**config.mk**
```make
export PLATFORM = sky130hd
export DESIGN_NAME = mac_mgmt_regs
export DESIGN_NICKNAME = d
export VERILOG_FILES = /design/src/rtl/mgmt_pkg.sv /design/src/rtl/mgmt_cfg_regs.sv /design/src/rtl/mgmt_stat_cnt.sv /design/src/rtl/mac_mgmt_regs.sv
export SDC_FILE = /design/constraint.sdc
export NUM_CORES = 2
export LEC_CHECK = 0
export BUFFER_PORTS_ARGS = -buffer_cell sky130_fd_sc_hd__buf_2
export CORE_MARGIN = 10
export CORE_UTILIZATION = 40
export DETAILED_ROUTE_END_ITERATION = 8
export PLACE_DENSITY = 0.58
export SLEW_MARGIN = 20
export SYNTH_ARGS = -nofsm -noshare
export SYNTH_HDL_FRONTEND = slang
export SYNTH_SLANG_ARGS = --single-unit
```
**constraint.sdc**
```tcl
create_clock -name clk_i -period 3.1 [get_ports clk_i]
set_clock_uncertainty 0.05 [all_clocks]
set_input_delay 0.465 -clock clk_i [delete_from_list [all_inputs] [get_ports clk_i]]
set_output_delay 0.465 -clock clk_i [all_outputs]
set_load 0.01 [all_outputs]
```
**src/rtl/mgmt_pkg.sv**
```systemverilog
package mgmt_pkg;
  localparam logic [1:0] OP_WR = 2'b01;
  localparam logic [1:0] OP_RD = 2'b11;
  localparam int CFG_N     = 6;
  localparam int OFF_W     = 9;
  localparam int SLOT_LSB  = 6;  // config registers sit on 0x40 boundaries
endpackage

```
**src/rtl/mgmt_cfg_regs.sv**
```systemverilog
module mgmt_cfg_regs
  import mgmt_pkg::*;
#(
  parameter int DATA_W   = 32,
  parameter int RX_CFG_W = 53,
  parameter int TX_CFG_W = 10
) (
  input  logic                clk_i,
  input  logic                rst_ni,
  input  logic                wr_en_i,
  input  logic [OFF_W-1:0]    off_i,
  input  logic [DATA_W-1:0]   wdata_i,
  output logic [DATA_W-1:0]   rdata_o,
  output logic [RX_CFG_W-1:0] rx_cfg_o,
  output logic [TX_CFG_W-1:0] tx_cfg_o
);
  localparam int SLOT_W = OFF_W - SLOT_LSB;

  logic [DATA_W-1:0]   regs_q [CFG_N];
  logic [SLOT_W-1:0]   slot;
  logic                hit;
  logic [2*DATA_W-1:0] rx_cat;

  assign slot = off_i[OFF_W-1:SLOT_LSB];
  assign hit  = (off_i[SLOT_LSB-1:0] == '0) && (int'(slot) < CFG_N);

  for (genvar g = 0; g < CFG_N; g++) begin : g_reg
    always_ff @(posedge clk_i or negedge rst_ni) begin
      if (!rst_ni)                                     regs_q[g] <= '0;
      else if (wr_en_i && hit && int'(slot) == g)      regs_q[g] <= wdata_i;
    end
  end

  always_comb begin
    rdata_o = '0;
    for (int i = 0; i < CFG_N; i++)
      if (hit && int'(slot) == i) rdata_o = regs_q[i];
  end

  assign rx_cat   = {regs_q[1], regs_q[0]};
  assign rx_cfg_o = rx_cat[RX_CFG_W-1:0];
  assign tx_cfg_o = regs_q[2][TX_CFG_W-1:0];

  AST_CFG_WR_RXA: assert property (@(posedge clk_i) disable iff (!rst_ni)
    (wr_en_i && off_i == '0) |=> rx_cfg_o[DATA_W-1:0] == $past(wdata_i));
  AST_CFG_HOLD: assert property (@(posedge clk_i) disable iff (!rst_ni)
    !wr_en_i |=> ($stable(rx_cfg_o) && $stable(tx_cfg_o)));
endmodule

```
**src/rtl/mgmt_stat_cnt.sv**
```systemverilog
module mgmt_stat_cnt
  import mgmt_pkg::*;
#(
  parameter int N     = 34,
  parameter int CNT_W = 32
) (
  input  logic             clk_i,
  input  logic             rst_ni,
  input  logic [N-1:0]     inc_i,
  input  logic [OFF_W-1:0] idx_i,
  output logic [CNT_W-1:0] rdata_o
);
  logic [CNT_W-1:0] cnt_q [N];

  for (genvar g = 0; g < N; g++) begin : g_cnt
    always_ff @(posedge clk_i or negedge rst_ni) begin
      if (!rst_ni)       cnt_q[g] <= '0;
      else if (inc_i[g]) cnt_q[g] <= cnt_q[g] + CNT_W'(1);  // wraps
    end

    AST_CNT_STEP: assert property (@(posedge clk_i) disable iff (!rst_ni)
      inc_i[g] |=> cnt_q[g] == $past(cnt_q[g]) + CNT_W'(1));
    AST_CNT_HOLD: assert property (@(posedge clk_i) disable iff (!rst_ni)
      !inc_i[g] |=> $stable(cnt_q[g]));
  end

  always_comb begin
    rdata_o = '0;
    for (int i = 0; i < N; i++)
      if (int'(idx_i) == i) rdata_o = cnt_q[i];
  end
endmodule

```
**src/rtl/mac_mgmt_regs.sv**
```systemverilog
module mac_mgmt_regs
  import mgmt_pkg::*;
#(
  parameter int DATA_W   = 32,
  parameter int RX_EV_N  = 19,
  parameter int TX_EV_N  = 15,
  parameter int RX_CFG_W = 53,
  parameter int TX_CFG_W = 10
) (
  input  logic                clk_i,
  input  logic                rst_ni,
  input  logic                req_i,
  input  logic [1:0]          opcode_i,
  input  logic [OFF_W:0]      addr_i,
  input  logic [DATA_W-1:0]   wdata_i,
  input  logic                mdio_sel_i,
  input  logic [RX_EV_N-1:0]  rx_inc_i,
  input  logic [TX_EV_N-1:0]  tx_inc_i,
  output logic [DATA_W-1:0]   rdata_o,
  output logic [RX_CFG_W-1:0] rx_cfg_o,
  output logic [TX_CFG_W-1:0] tx_cfg_o,
  output logic                mdio_req_o
);
  localparam int EV_N = RX_EV_N + TX_EV_N;

  logic              cfg_space, wr_cfg, rd_cfg, rd_stat;
  logic [DATA_W-1:0] cfg_rdata, stat_rdata;
  logic [DATA_W-1:0] rdata_q;

  assign cfg_space  = addr_i[OFF_W];
  assign wr_cfg     = !mdio_sel_i && opcode_i == OP_WR && cfg_space;
  assign rd_cfg     = !mdio_sel_i && opcode_i == OP_RD && cfg_space;
  assign rd_stat    = !mdio_sel_i && opcode_i == OP_RD && !cfg_space && req_i;
  assign mdio_req_o = req_i && mdio_sel_i;

  mgmt_cfg_regs #(
    .DATA_W(DATA_W), .RX_CFG_W(RX_CFG_W), .TX_CFG_W(TX_CFG_W)
  ) u_cfg (
    .clk_i(clk_i), .rst_ni(rst_ni), .wr_en_i(wr_cfg),
    .off_i(addr_i[OFF_W-1:0]), .wdata_i(wdata_i), .rdata_o(cfg_rdata),
    .rx_cfg_o(rx_cfg_o), .tx_cfg_o(tx_cfg_o)
  );

  mgmt_stat_cnt #(.N(EV_N), .CNT_W(DATA_W)) u_stat (
    .clk_i(clk_i), .rst_ni(rst_ni), .inc_i({tx_inc_i, rx_inc_i}),
    .idx_i(addr_i[OFF_W-1:0]), .rdata_o(stat_rdata)
  );

  always_ff @(posedge clk_i or negedge rst_ni) begin
    if (!rst_ni)      rdata_q <= '0;
    else if (rd_cfg)  rdata_q <= cfg_rdata;
    else if (rd_stat) rdata_q <= stat_rdata;
  end
  assign rdata_o = rdata_q;

  AST_RD_HOLD: assert property (@(posedge clk_i) disable iff (!rst_ni)
    !(rd_cfg || rd_stat) |=> $stable(rdata_o));
  AST_MDIO_NOWR: assert property (@(posedge clk_i) disable iff (!rst_ni)
    mdio_sel_i |=> ($stable(rx_cfg_o) && $stable(tx_cfg_o) && $stable(rdata_o)));
endmodule

```
Yosys cells after proc, flatten, opt, wreduce, memory -nomap -nowiden

Index checks and enable logic that the tools add are counted.

Register bits: 1312
Latch bits: 0
RAM bits: 0
Memory bits (read-only): 0
Input port bits: 82
Output and inout bits: 96
Logic and storage cells: 185
Memories kept: 0

Add/subtract/negate cells: 34
Multipliers: 0
Divide/modulo/power cells: 0
$lt $le $gt $ge: 1
Equal/unequal tests: 40
Shift operators: 0
Muxes and demuxes: 42
Bitwise logic cells: 0
Reduce and logical (&&, ||, !) cells: 27

Operators by type and width:

| operator                | count |
|---|---|
| $mux W32                | 42 |
| $add A32 B1 Y32 const B | 34 |
| $eq A9 B6 Y1 const B    | 16 |
| $eq A9 B5 Y1 const B    | 8 |
| $eq A9 B4 Y1 const B    | 4 |
| $logic_and A1 B1 Y1     | 21 |
| $eq A9 B3 Y1 const B    | 2 |
| $eq A9 B7 Y1 const B    | 2 |
| $eq A3 B3 Y1 const B    | 4 |
| $eq A9 B2 Y1 const B    | 1 |
| $logic_not A9 Y1        | 1 |
| $logic_not A6 Y1        | 1 |
| $eq A3 B2 Y1 const B    | 1 |
| $logic_not A3 Y1        | 1 |
| $lt A3 B3 Y1 const B    | 1 |
| $eq A2 B1 Y1 const B    | 1 |
| $eq A2 B2 Y1 const B    | 1 |
| $logic_not A1 Y1        | 2 |
| $reduce_bool A2 Y1      | 1 |

Logic depth before layout (Yosys ltp)

Depth after elaboration: 37
Depth in mapped cells: 13
Mapped depth without buffers: 10

Modules after synthesis

From an unflattened synthesis, not the netlist that was laid out.

Cell total of the unflattened synthesis: 6226
Area total of the unflattened synthesis: 66387.4 um2

By module, submodules not included:

| module        | instances | cells each | area an instance (um2) | sequential area each (um2) |
|---|---|---|---|---|
| mgmt_stat_cnt | 1         | 5443       | 55233.0                | 27226.1 |
| mgmt_cfg_regs | 1         | 675        | 9380.2                 | 4804.6 |
| mac_mgmt_regs | 1         | 108        | 1774.2                 | 800.8 |

Worst setup path before layout

Ideal clock, no wire load.

Path kind: input -> register
Start point: input addr_i[6]
End point: register rdata_q[23], in the netlist rdata_o[23]
Setup time: 0.138 ns
Arrival: 2.552 ns
Required time: 2.912 ns
Path slack: 0.360 ns
Stages on the path: 12
Path buffers: 4
Cells stage by stage: buf_6 > or3_1 > buf_6 > nor3_1 > buf_2 > nand2_1 > buf_2 > o22ai_1 > nor3_1 > o21ai_0 > a31oi_1 > or4_1

Longest elaborated chain between the ends: 37
Elaborated cells on any way between the ends: 90
Those cells by class: 1 x order compare; 38 x eq/ne; 42 x mux; 9 x reduce/logical

Ends and longest elaborated chain:

| element                 | RTL line            | text |
|---|---|---|
| start, declared         | mac_mgmt_regs.sv:14 | `input logic [OFF_W:0] addr_i,` |
| $logic_not A9 Y1        | mgmt_stat_cnt.sv:30 | `if (int'(idx_i) == i) rdata_o = cnt_q[i];` |
| $mux W32 (34 in series) | mgmt_stat_cnt.sv:30 |  |
| $mux W32                | mac_mgmt_regs.sv:52 | `else if (rd_stat) rdata_q <= stat_rdata;` |
| $mux W32 *              | mac_mgmt_regs.sv:51 | `else if (rd_cfg) rdata_q <= cfg_rdata;` |
| end signal, assigned    | mac_mgmt_regs.sv:51 |  |
| end signal, assigned    | mac_mgmt_regs.sv:52 |  |
| end, declared           | mac_mgmt_regs.sv:28 | `logic [DATA_W-1:0] rdata_q;` |

Mark *: on every way between the ends. The rest lies on a longest branch, timed or not. The select of a mux whose other input is x is not followed.
A chain may end at the register's enable or synchronous reset.

Final worst setup path

Start point: input addr_i[4]
End point: register rdata_q[31], in the netlist rdata_o[31]

The elaborated chain is that of the path after synthesis.

==> impl_metrics.toml <==
[clock_tree]
clk_pin_slew_worst_paths_ns = 0.06
numCtsBuffers = 149
cts_tree = "yes"
cts.htree.levels = 4
clock_path_buffers = 3
worst_skew_pair.late_latency_ns = 0.81
clockRootBuffer = "clkbuf_16"
cts.sink_count = 1312

[cells_and_area]
flow.area_growth_from_synthesis_pct = 22.5
nets_final = 7232
layout-drive-gt1-share_pct = 20.9

[synthesis]
synth_area_mm2 = 0.0652
yosys-mux-area-fraction_pct = 6.65
synth.avg_cell_area_um2 = 10.5
synth_simple_gate_area_share_pct = 17.1
asyncSetResetFlopFracSynth_pct = 100
synth_adder_area_share_pct = 0.653
ys_dominant_reg_cell = "dfrtp_1"
ys_warn_count = 0
synth_compound_area_share_pct = 8.68
mappedNetlistNets = 6342
synthCells = 6226
synth_edf_count = 0
synth_cell_types = 75
synth_xor_area_share_pct = 14.2
synth_top_family_by_area = "simple AND/OR/NAND/NOR gates"
synth-seq-cells = 1312
synth.yosys.seq_area_share_pct = 50.4

[critical_path]
worst_setup_path_end_kind = "flip-flop"
critical-path-max-stage-delay_ns = 0.90
cp_common_cell = "buf_4"
timing.critical_path.required_ns = 3.75
worst-setup-path-type = "input port to flip-flop"
cpLargestDelayFamily = "compound AO/OA/AOI/OAI gates"
critical_path.cell_chain = "buf_2, buf_12, nor4_4, buf_4, nand3_1, buf_4, nand2_1, buf_4, a2111oi_0, nor4_1, o31ai_1, buf_4, a21oi_1, a211o_1"
worstPathArrival_ns = 3.82
critical_path.startpoint_type = "input port"
ff2ff_setup_slack_ns = 0
worstPathBufferInverterCount = 6
crit_fanout = 4
timing.critical_path.slowest_stage_cell = "a2111oi_0"

[sta]
worst_slew_pin_slew_ns = 1.03
finalCriticalPeriod_ns = 3.17
final.hold.worst_slack_ns = 0.146
timing.final.crit_share_pct = 102
timing_hold_violations_final = 0
relSlewSlack_pct = 29.4
finalSetupViolCount = 1
fmaxAchievable_mhz = 315
drv_slew = 0
timing.final.ws_setup_ns = -0.0716
rsz0062_at_grt = "no"

[pwr]
power_mw = 44.8
ir_drop_mv = 0.540
leakage_nw = 36.7
power-per-cell-area_mw_per_mm2 = 561

[routing]
via_per_inst = 5.78
drt_first_iter_violations = 6248
route.vias.total = 54400
finalWirelength_um = 251000
postRouteAntennaNets = 0
drc = 0
detail_route.wl_per_cell_um = 26.7
first_pass_iters = 8

[place]
estimated_wirelength_of_the_detail_placed_design_um = 198000
buffer_ports.inserted = 177
routabilityCongestion = 1.00

[run_status]
status = "finished, violations left"
failed_checks = "negative setup slack"

[global_routing]
grt_antenna_before_repair = 10
grt_pass1_wl_um = 367000
maximum_number_of_pins_on_one_net_before_global_route_repair = 121
grtUsageTotal_pct = 27.3
overflow_left_after_global_routing = 0
number_of_global_route_vias_before_repair = 52400

[floorplan]
die_x_um = 424
core_area_mm2 = 0.162
design.die.area_mm2 = 0.179
floorplan.io_pins = 178
placement_rows = 148
die_y_um = 424
floorplan.initialDensity_pct = 40.1

[hold_path]
worstHoldPathType = "input port to asynchronous set/reset pin"

[flow_run]
max_cap_viol_count = 0
[what timing repair did]
item                                    CTS  global route
hold buffers                             67             0
endpoints found under the hold margin   596             0
gates resized for setup                   4            10
endpoints found under the setup margin    2             8
setup buffers                             0             0
[layout make-up]
type | count | area (um^2)
fill | 15000 | 82500
sequential | 1312 | 32800
multi-input combinational | 4589 | 30900
timing repair buffer | 1016 | 8010
clock buffer | 212 | 4340
tap | 2175 | 2720
clock inverter | 61 | 888
inverter | 48 | 180
antenna | 2 | 5.00
[sequential cells by signal (all words and copies together), names as in the netlist]
register and count:
u_stat.cnt_q 1088, u_cfg.tx_cfg_o 10, u_cfg.regs_q 129, rdata_o 32, u_cfg.rx_cfg_o 53
[through the flow]
step	utilization [%]	instance area (um^2)	worst slack, ns	TNS (ns)	cells
floorplan	-	65200	0.360	0	6226
global placement	45.5	73900	-1.10	-17.79	9073
detailed placement	45.5	73900	-1.07	-19.56	9073
CTS	49.1	79800	0.0192	0	9413
global route	49.2	79900	0.00866	0	9414
finish	49.2	79900	-0.0716	-0.0716	9415
[worst reg2reg max path, delay by kind of cell (launching register included)]
kind | cells | cell delay, ns
AO/OA/AOI/OAI | 5 | 1.84
buffers and inverters | 1 | 0.18
flip-flops | 1 | 0.47
multiplexers | 1 | 0.30
AND/OR/NAND/NOR | 1 | 0.15
[per-layer routing]
metal | routed length (um) | track usage [%] | vias up
li1 | - | - | 24000
met1 | 114000 | 40.3 | 27800
met4 | 9510 | 9.85 | 6
met5 | 41 | 0 | -
met2 | 105000 | 39.0 | 2259
met3 | 22900 | 6.09 | 402
[cells in the mapped netlist (120+ instances only)]
| cell | instances | share of area, % |
|---|---|---|
| mux2_2 | 253 | 4.4 |
| o22ai_1 | 120 | 1.2 |
| nand2_1 | 602 | 3.5 |
| clkbuf_1 | 128 | 0.74 |
| and3_1 | 215 | 2.1 |
| nand4_1 | 224 | 2.2 |
| a21oi_1 | 180 | 1.4 |
| nor2_1 | 444 | 2.6 |
| dfrtp_1 | 1312 | 50 |
| nand3_1 | 401 | 3.1 |
| o21ai_0 | 207 | 1.6 |
| xnor2_1 | 775 | 10 |
| xor2_1 | 279 | 3.7 |
| mux2i_1 | 121 | 1.9 |
[placed cells by master (no fill, tap or decap), drive strengths merged, types with 13 or more instances in the layout]
cell and instances:
o211ai 22, nand2 602, a21oi 180, clkbuf 213, a2111oi 13, bufinv 16, and4 62, a22oi 63
xnor2 775, a221o 15, mux2 253, a221oi 68, o21ai 212, nor2b 40, nand2b 29, a31oi 21
dlygate4sd3 67, nor3 103, nor2 444, a222oi 18, o31ai 13, xor2 279, mux2i 121, inv 56
nand4 224, dfrtp 1312, and3 215, a211oi 22, ha 34, o221ai 45, clkinv 34, or3 20
buf 948, o22ai 120, and2 37, nor4 26, nand3 401
[cells by family after synthesis]
| family | count (synthesis) |
|---|---|
| buffers and inverters | 325 |
| muxes | 386 |
| adders and majority gates | 34 |
| DFF | 1312 |
| AOI/OAI and AO/OA | 867 |
| xor gates and xnor gates | 1054 |
| and+or+nand+nor | 2248 |
[power by group]
| group | switching (mW) | internal, mW |
|---|---|---|
| Sequential | 2.78 | 18.6 |
| Combinational | 2.39 | 2.21 |
| Clock | 7.63 | 11.2 |
[final timing paths]
kind | endpoint | depth (start not counted) | from
setup reg to reg | rdata_o[9]$_DFFE_PN0P_ | 8 | u_stat.cnt_q[969]$_DFFE_PN0P_
max in group asynchronous | u_cfg.regs_q[49]$_DFFE_PN0P_ | 3 | rst_ni
setup / recovery | rdata_o[31]$_DFFE_PN0P_ | 14 | addr_i[4]
hold reg to reg | u_stat.cnt_q[831]$_DFFE_PN0P_ | 1 | u_stat.cnt_q[831]$_DFFE_PN0P_
min in group clk_i | rdata_o[11]$_DFFE_PN0P_ | 5 | addr_i[9]
hold / removal | u_stat.cnt_q[990]$_DFFE_PN0P_ | 2 | rst_ni
Power figures use the tool's default switching activity.
